**config.mk**
```make
export PLATFORM = sky130hd
export DESIGN_NAME = dce_unit
export DESIGN_NICKNAME = d
export VERILOG_FILES = /design/src/rtl/dce_pkg.sv /design/src/rtl/dce_cond_match.sv /design/src/rtl/dce_mode_apply.sv /design/src/rtl/dce_ptr_next.sv /design/src/rtl/dce_unit.sv
export SDC_FILE = /design/constraint.sdc
export NUM_CORES = 1
export LEC_CHECK = 0
export ABC_CLOCK_PERIOD_IN_PS = 2300
export BUFFER_PORTS_ARGS = -buffer_cell sky130_fd_sc_hd__buf_2
export CAP_MARGIN = 20
export CORE_AREA = 2 2 115 117
export DETAILED_ROUTE_END_ITERATION = 12
export DIE_AREA = 0 0 117 119
export HOLD_SLACK_MARGIN = 0.1
export PLACE_DENSITY = 0.88
export SYNTH_ARGS = -nofsm -noshare
export SYNTH_HDL_FRONTEND = slang
export SYNTH_SLANG_ARGS = --single-unit
```
**constraint.sdc**
```tcl
create_clock -name clk -period 2.3 [get_ports clk]
set_clock_uncertainty 0.1 [all_clocks]
set_input_delay 0.23 -clock clk [delete_from_list [all_inputs] [get_ports clk]]
set_output_delay 0.23 -clock clk [all_outputs]
set_load 0.005 [all_outputs]
```
**src/rtl/dce_pkg.sv**
```systemverilog
package dce_pkg;

    typedef enum logic [1:0] {
        MODE_NEVER    = 2'd0,
        MODE_IF_TRUE  = 2'd1,
        MODE_IF_FALSE = 2'd2,
        MODE_ALWAYS   = 2'd3
    } cond_mode_e;

    typedef enum logic {
        S_IDLE   = 1'b0,
        S_DECIDE = 1'b1
    } dce_state_e;

    localparam int unsigned NUM_DECISIONS = 3;
    localparam int unsigned DEC_IRQ       = 0;
    localparam int unsigned DEC_BRANCH    = 1;
    localparam int unsigned DEC_WAIT      = 2;
    localparam int unsigned MODE_W        = 2;

    // command-word position of the mode field for each decision
    function automatic int unsigned mode_lsb(input int unsigned dec);
        return (NUM_DECISIONS - 1 - dec) * MODE_W;
    endfunction

endpackage

```
**src/rtl/dce_cond_match.sv**
```systemverilog
module dce_cond_match #(
    parameter int unsigned STAT_W   = 4,
    parameter int unsigned SEL_W    = 32,
    parameter int unsigned MASK_LSB = 16,
    parameter int unsigned VAL_LSB  = 0
) (
    input  logic [STAT_W-1:0] stat_i,
    input  logic [SEL_W-1:0]  sel_i,
    output logic              match_o
);
    logic [STAT_W-1:0] mask;
    logic [STAT_W-1:0] value;

    always_comb begin
        mask    = sel_i[MASK_LSB +: STAT_W];
        value   = sel_i[VAL_LSB  +: STAT_W];
        match_o = ((stat_i & mask) == (value & mask));
    end
endmodule

```
**src/rtl/dce_mode_apply.sv**
```systemverilog
module dce_mode_apply
    import dce_pkg::*;
(
    input  logic [MODE_W-1:0] mode_i,
    input  logic              match_i,
    output logic              fire_o
);
    cond_mode_e mode;

    always_comb begin
        mode = cond_mode_e'(mode_i);
        unique case (mode)
            MODE_NEVER:    fire_o = 1'b0;
            MODE_IF_TRUE:  fire_o = match_i;
            MODE_IF_FALSE: fire_o = !match_i;
            MODE_ALWAYS:   fire_o = 1'b1;
        endcase
    end
endmodule

```
**src/rtl/dce_ptr_next.sv**
```systemverilog
module dce_ptr_next #(
    parameter int unsigned PTR_W  = 32,
    parameter int unsigned STRIDE = 16
) (
    input  logic [PTR_W-1:0] cur_i,
    input  logic [PTR_W-1:0] dep_i,
    input  logic             take_i,
    output logic [PTR_W-1:0] ptr_o
);
    localparam logic [PTR_W-1:0] STEP = PTR_W'(STRIDE);

    always_comb begin
        ptr_o = take_i ? dep_i : (cur_i + STEP);
    end
endmodule

```
**src/rtl/dce_unit.sv**
```systemverilog
module dce_unit
    import dce_pkg::*;
#(
    parameter int unsigned STAT_W   = 4,
    parameter int unsigned SEL_W    = 32,
    parameter int unsigned CMD_W    = 16,
    parameter int unsigned PTR_W    = 32,
    parameter int unsigned STRIDE   = 16,
    parameter int unsigned MASK_LSB = 16,
    parameter int unsigned VAL_LSB  = 0
) (
    input  logic              clk,
    input  logic              rst_n,
    input  logic              eval_i,
    input  logic [STAT_W-1:0] dev_stat_i,
    input  logic [SEL_W-1:0]  irq_sel_i,
    input  logic [SEL_W-1:0]  br_sel_i,
    input  logic [SEL_W-1:0]  wait_sel_i,
    input  logic [CMD_W-1:0]  cmd_word_i,
    input  logic [PTR_W-1:0]  cur_ptr_i,
    input  logic [PTR_W-1:0]  dep_addr_i,
    output logic              irq_o,
    output logic              wait_o,
    output logic [PTR_W-1:0]  next_ptr_o,
    output logic              br_taken_o
);
    localparam logic [PTR_W-1:0] STEP = PTR_W'(STRIDE);

    dce_state_e state_q, state_d;

    logic [STAT_W-1:0] stat_q;
    logic [SEL_W-1:0]  sel_q [NUM_DECISIONS];
    logic [CMD_W-1:0]  cmd_q;
    logic [PTR_W-1:0]  cur_q;
    logic [PTR_W-1:0]  dep_q;

    logic [NUM_DECISIONS-1:0] match;
    logic [NUM_DECISIONS-1:0] fire;
    logic [PTR_W-1:0]         ptr_calc;

    // input capture on the strobe
    always_ff @(posedge clk or negedge rst_n) begin
        if (!rst_n) begin
            stat_q <= '0;
            cmd_q  <= '0;
            cur_q  <= '0;
            dep_q  <= '0;
            for (int i = 0; i < NUM_DECISIONS; i++) sel_q[i] <= '0;
        end else if (eval_i) begin
            stat_q            <= dev_stat_i;
            cmd_q             <= cmd_word_i;
            cur_q             <= cur_ptr_i;
            dep_q             <= dep_addr_i;
            sel_q[DEC_IRQ]    <= irq_sel_i;
            sel_q[DEC_BRANCH] <= br_sel_i;
            sel_q[DEC_WAIT]   <= wait_sel_i;
        end
    end

    // one condition and one mode decoder per decision
    for (genvar g = 0; g < NUM_DECISIONS; g++) begin : g_dec
        localparam int unsigned LSB = mode_lsb(g);

        dce_cond_match #(
            .STAT_W  (STAT_W),
            .SEL_W   (SEL_W),
            .MASK_LSB(MASK_LSB),
            .VAL_LSB (VAL_LSB)
        ) u_match (
            .stat_i (stat_q),
            .sel_i  (sel_q[g]),
            .match_o(match[g])
        );

        dce_mode_apply u_mode (
            .mode_i (cmd_q[LSB +: MODE_W]),
            .match_i(match[g]),
            .fire_o (fire[g])
        );
    end

    dce_ptr_next #(
        .PTR_W (PTR_W),
        .STRIDE(STRIDE)
    ) u_ptr (
        .cur_i (cur_q),
        .dep_i (dep_q),
        .take_i(fire[DEC_BRANCH]),
        .ptr_o (ptr_calc)
    );

    // state register
    always_ff @(posedge clk or negedge rst_n) begin
        if (!rst_n) state_q <= S_IDLE;
        else        state_q <= state_d;
    end

    // transitions: EVAL_START, EVAL_CHAIN, EVAL_DONE
    always_comb begin
        state_d = state_q;
        unique case (state_q)
            S_IDLE:   state_d = eval_i ? S_DECIDE : S_IDLE;
            S_DECIDE: state_d = eval_i ? S_DECIDE : S_IDLE;
        endcase
    end

    // outputs
    always_ff @(posedge clk or negedge rst_n) begin
        if (!rst_n) begin
            irq_o      <= 1'b0;
            wait_o     <= 1'b0;
            next_ptr_o <= '0;
            br_taken_o <= 1'b0;
        end else begin
            irq_o <= 1'b0;
            unique case (state_q)
                S_IDLE: ;
                S_DECIDE: begin
                    wait_o <= fire[DEC_WAIT];
                    if (fire[DEC_WAIT]) begin
                        next_ptr_o <= cur_q;
                    end else begin
                        irq_o      <= fire[DEC_IRQ];
                        next_ptr_o <= ptr_calc;
                        br_taken_o <= fire[DEC_BRANCH];
                    end
                end
            endcase
        end
    end

    AST_IRQ_AFTER_STROBE: assert property (@(posedge clk) disable iff (!rst_n)
        irq_o |-> $past(eval_i, 2)) else $error("irq without strobe");

    AST_IDLE_HOLDS: assert property (@(posedge clk) disable iff (!rst_n)
        (state_q == S_IDLE) |=> ($stable(next_ptr_o) && $stable(br_taken_o) && $stable(wait_o) && !irq_o))
        else $error("outputs moved while idle");

    AST_WAIT_NO_IRQ: assert property (@(posedge clk) disable iff (!rst_n)
        irq_o |-> !wait_o) else $error("irq during wait");

    AST_STEP_STRIDE: assert property (@(posedge clk) disable iff (!rst_n)
        ($past(state_q) == S_DECIDE && !wait_o && !br_taken_o) |-> (next_ptr_o == $past(cur_q) + STEP))
        else $error("pointer step wrong");

    AST_WAIT_KEEPS_BT: assert property (@(posedge clk) disable iff (!rst_n)
        (state_q == S_DECIDE && fire[DEC_WAIT]) |=> $stable(br_taken_o))
        else $error("bt moved on wait");

endmodule

```
; Word-level counts from Yosys, hierarchy flattened
; Cells that the tools add are included.
[totals]
ramBits = 0
n_memories = 0
regBits = 170
mem_bits_ro = 0
out_inout_bits = 35
elab_cells = 47
latch_bits = 0
in_bits = 183
[op_classes]
add_sub_neg = 1
n_reduce_logical = 7
bitwise = 7
n_div = 0
n_shift = 0
n_eq_ne = 12
magnitude_cmp = 0
mux = 8
multipliers = 0
[op_table]
columns = op, count
row1 = $mux 32, 2
row2 = $add 32x5->32 const B, 1
row3 = $and 4x4->4, 6
row4 = $eq 2x2->1 const B, 6
row5 = $eq 4x4->1, 3
row6 = $pmux 1 s4, 3
row7 = $eq 2x1->1 const B, 3
row8 = $logic_not 2->1, 3
row9 = $logic_not 1->1, 3
row10 = $mux 1, 3
row11 = $reduce_and 2->1, 1
row12 = $not 1->1, 1

; Logic depth before layout (Yosys ltp)
[logic_depth]
word_depth = 6
depth_mapped = 8
ltp_nobuf = 7

; Cells and area by module
; A second synthesis with hierarchy kept.
[hier_totals]
hier_cells = 681
hier_area_um2 = 9435.3
[modules_own_cells]
columns = mod, area_per_inst_um2, instances, seq_area_each_um2, cells_per_inst
row1 = dce_unit, 8311.7, 1, 5154.9, 506
row2 = dce_ptr_next, 902.1, 1, 0.0, 154
row3 = dce_cond_match, 58.8, 3, 0.0, 6
row4 = dce_mode_apply, 15.0, 3, 0.0, 1

; Worst setup path after synthesis
; No wires, ideal clock.
[synth_path]
path_type = reg2reg
from = register cur_q[4]
to = register next_ptr_o[26]
setup_time_ns = 0.082
path_slack_ns = 0.289
path_buffers = 1
synth_period_minus_slack_ns = 2.011
t_required_ns = 2.118
path_stages_with_launch = 9
t_arrival_ns = 1.829
path_cell_list = dfrtp_1 -> ha_1 -> and4_1 -> buf_6 -> nand4_4 -> or4_1 -> nand4_1 -> o211ai_1 -> a31oi_1
[synth_via]
elab_chain_cells = 3
[synth_lines]
columns = item, line
row1 = start: declaration, dce_unit.sv:34  ; logic [PTR_W-1:0] cur_q;
row2 = start signal: assignment, dce_unit.sv:52  ; cur_q <= cur_ptr_i;
row3 = $add 32x5->32, dce_ptr_next.sv:13  ; ptr_o = take_i ? dep_i : (cur_i + STEP);
row4 = $mux 32, dce_ptr_next.sv:13
row5 = $mux 32, dce_unit.sv:120  ; if (fire[DEC_WAIT]) begin
row6 = end signal: assignment, dce_unit.sv:121  ; next_ptr_o <= cur_q;
row7 = end signal: assignment, dce_unit.sv:124  ; next_ptr_o <= ptr_calc;
row8 = end: declaration, dce_unit.sv:24  ; output logic [PTR_W-1:0] next_ptr_o,
; Every way passes these cells.
; A chain may end at the register's enable or synchronous reset.

; Worst setup path in the final report
[layout_path]
from = register cur_q[4]
to = register next_ptr_o[28]
; The elaborated chain is that of the path after synthesis.

==> flow_metrics.env <==
export IMPL_hold_ws_ns=0.262
export IMPL_required_ns=2.53
export IMPL_final_cells=967
export IMPL_r2r_start="cur_q[4]"
export IMPL_yosysTopAreaCell="dfrtp_1"
export IMPL_initial_core_util_pct=49.6
export IMPL_maxSlewHeadroom_pct=62.0
export IMPL_syn_avg_cell_area_um2=11.8
export IMPL_antenna_found_initial=1
export IMPL_die_w_um=117
export IMPL_grt_pass1_vias=5717
export IMPL_rows=42
export IMPL_drt_vias_per_instance=5.57
export IMPL_hp_class="input pin to asynchronous set/reset pin"
export IMPL_slowest_delay_ns=0.52
export IMPL_synth_edf_count=0
export IMPL_dieArea_mm2=0.0139
export IMPL_synth_compound_area_share_pct=10.0
export IMPL_rsz0062_at_grt="false"
export IMPL_grt_usage_pct=26.8
export IMPL_yosys_mux_area_fraction_pct=18.2
export IMPL_p_per_area_mw_per_mm2=835
export IMPL_clk_latency_ns=0.42
export IMPL_cpLargestDelayFamily="simple AND/OR/NAND/NOR gates"
export IMPL_cp_slowest_cell="or4_1"
export IMPL_status="complete, no violations"
export IMPL_ys_seq_area_share_pct=52.5
export IMPL_gp_congestion=0.803
export IMPL_totalWireLength_um=17900
export IMPL_dpl_instance_area_mm2=0.00724
export IMPL_synth_net_count=723
export IMPL_cts_sinks=134
export IMPL_worstPathMaxFanout=10
export IMPL_drive_gt1_share_pct=37.6
export IMPL_path_buf_inv=0
export IMPL_synth_top_family_by_area="multiplexers"
export IMPL_drtIter0Drc=456
export IMPL_ys_types=50
export IMPL_synth_xor_area_share_pct=3.84
export IMPL_setup_viol=0
export IMPL_nets=961
export IMPL_synth_main_ff_cell="dfrtp_1"
export IMPL_wire_per_inst_um=18.6
export IMPL_dp_cells=833
export IMPL_ant_nets=0
export IMPL_ys_ff_latch=134
export IMPL_netlist_area_mm2=0.00638
export IMPL_ios=218
export IMPL_critPathArrivalTime_ns=2.42
export IMPL_cts_tree="done"
export IMPL_critPathLaunchType="flip-flop"
export IMPL_critPathKind="flip-flop to flip-flop"
export IMPL_clk_pin_slew_worst_paths_ns=0.06
export IMPL_drv_cap=0
export IMPL_place_hpwl_um=11200
export IMPL_port_buffers=135
export IMPL_grt_pass1_wl_um=28400
export IMPL_area_growth_synth_to_final_pct=39.0
export IMPL_fin_crit_sh_pct=95.1
export IMPL_drc=0
export IMPL_clk_path_buf_depth=2
export IMPL_grt_start_max_net_pins=60
export IMPL_cts_buffers=17
export IMPL_crit_path_cell_trace="ha_1 -> and4_1 -> nand4_4 -> or4_1 -> nand4_1 -> o211ai_1 -> a31oi_1"
export IMPL_period_needed_ns=2.19
export IMPL_synthAdderAreaFrac_pct=0.196
export IMPL_final_cell_mix="dfrtp_1, buf_2, dlygate4sd3_1, mux2_2, nor2_1"
export IMPL_end_kind="flip-flop"
export IMPL_leakagePower_nw=3.89
export IMPL_ir_worst_vdd_uv=517
export IMPL_max_freq_mhz=457
export IMPL_synthTopCellsByArea="dfrtp_1, mux2_2, xor2_1, a31oi_1, nand4_1"
export IMPL_postSynth_asyncResetShare_pct=100
export IMPL_fin_total_pwr_mw=7.41
export IMPL_cts_root_buf="clkbuf_16"
export IMPL_drv_slew=0
export IMPL_dieHeight_um=119
export IMPL_worst_slew_pin_slew_ns=0.570
export IMPL_tns_ns=0
export IMPL_vias=5383
export IMPL_synthSimpleGateAreaFrac_pct=10.9
export IMPL_ys_warn_count=0
export IMPL_firstDrtPassIters=6
export IMPL_hold_violations=0
export IMPL_crit_start="cur_q[4]"
export IMPL_core_area_mm2=0.0129
export IMPL_yosys_area_top_type_share_pct=52.5
export IMPL_overflow=0
export IMPL_design_area_mm2=0.00887
export IMPL_cts_max_level=4
export IMPL_syn_inst=539
final timing paths:
| kind | endpoint | slack (ns) | depth (start not counted) |
|---|---|---|---|
| setup / recovery | next_ptr_o[28] | 0.11 | 7 |
| hold / removal | dep_q[28] | 0.26 | 2 |
| setup reg to reg | next_ptr_o[28] | 0.11 | 7 |
| hold reg to reg | cmd_q[1] | 0.40 | 1 |
| max in group asynchronous | next_ptr_o[13] | 1.11 | 3 |
| min in group clk | sel_q[66] | 0.30 | 2 |
flip-flops by register name, summed over array words and instances (netlist names):
signal	cells
irq_o	1
cur_q	32
dep_q	32
br_taken_o	1
next_ptr_o	32
state_q	1
cmd_q	6
sel_q	24
stat_q	4
wait_o	1
area by class of cell:
type                            instances  area (µm²)
Multi-Input combinational cell        362        2770
Clock buffer                           20         457
Antenna cell                            1        2.50
Fill cell                             854        4000
Clock inverter                         12         153
Inverter                                4        15.0
Sequential cell                       134        3350
Timing Repair Buffer                  258        1910
Tap cell                              176         220
report_power, final:
group	total (mW)	internal [mW]	switching (mW)
clock	2.79	1.76	1.03
sequential	2.98	2.71	0.278
combinational	1.64	0.833	0.808
total	7.41	5.30	2.12
worst register-to-register path, stage by stage, from the launching register on:
cell and delay [ns]:
dfrtp_1 0.35, ha_1 0.22, and4_1 0.32, nand4_4 0.19, or4_1 0.52, nand4_1 0.10
o211ai_1 0.10, a31oi_1 0.20
stage by stage:
step | utilization [%] | worst slack [ns]
2_1_floorplan | - | 0.289
4_1_cts | 68.7 | 0.0607
3_5_place_dp | 56.3 | 0.0722
3_3_place_gp | 56.3 | 0.174
5_1_grt | 68.9 | 0.0147
6_report | 68.9 | 0.113
logic make-up after synthesis:
group	count (synthesis)
AO/OA/AOI/OAI	95
buffers and inverters	43
AND/OR/NAND/NOR	134
XOR/XNOR	28
multiplexers	104
adder cells (fa/ha/maj)	1
flip-flops	134
per-layer routing:
metal  vias up  global-route usage [%]  part of all wire [%]
met5         -                       0                     0
met4         0                    11.5                   2.7
met3        51                    7.89                   7.4
met2       276                    45.6                    52
met1      2610                    31.0                    38
li1       2446                       -                     -
cell usage after synthesis (6+ instances only):
| cell type | instances |
|---|---|
| clkbuf_1 | 19 |
| o211ai_1 | 16 |
| mux2i_1 | 8 |
| buf_2 | 7 |
| nor2_1 | 32 |
| nand3_1 | 19 |
| clkbuf_8 | 6 |
| xor2_1 | 17 |
| nand2_1 | 28 |
| dfrtp_1 | 134 |
| a21oi_1 | 7 |
| mux2_2 | 96 |
| nand4_1 | 21 |
| o21ai_0 | 17 |
| and3_1 | 6 |
| a21o_1 | 7 |
| xnor2_1 | 11 |
| a31oi_1 | 23 |
timing repair:
action,4_1_cts,5_1_grt
hold endpoints to repair,155,0
gates resized for setup,0,3
hold buffers,99,0
endpoints found under the setup margin,0,9
buffers inserted,0,2
Note: power is estimated with default switching activity, not from simulation.
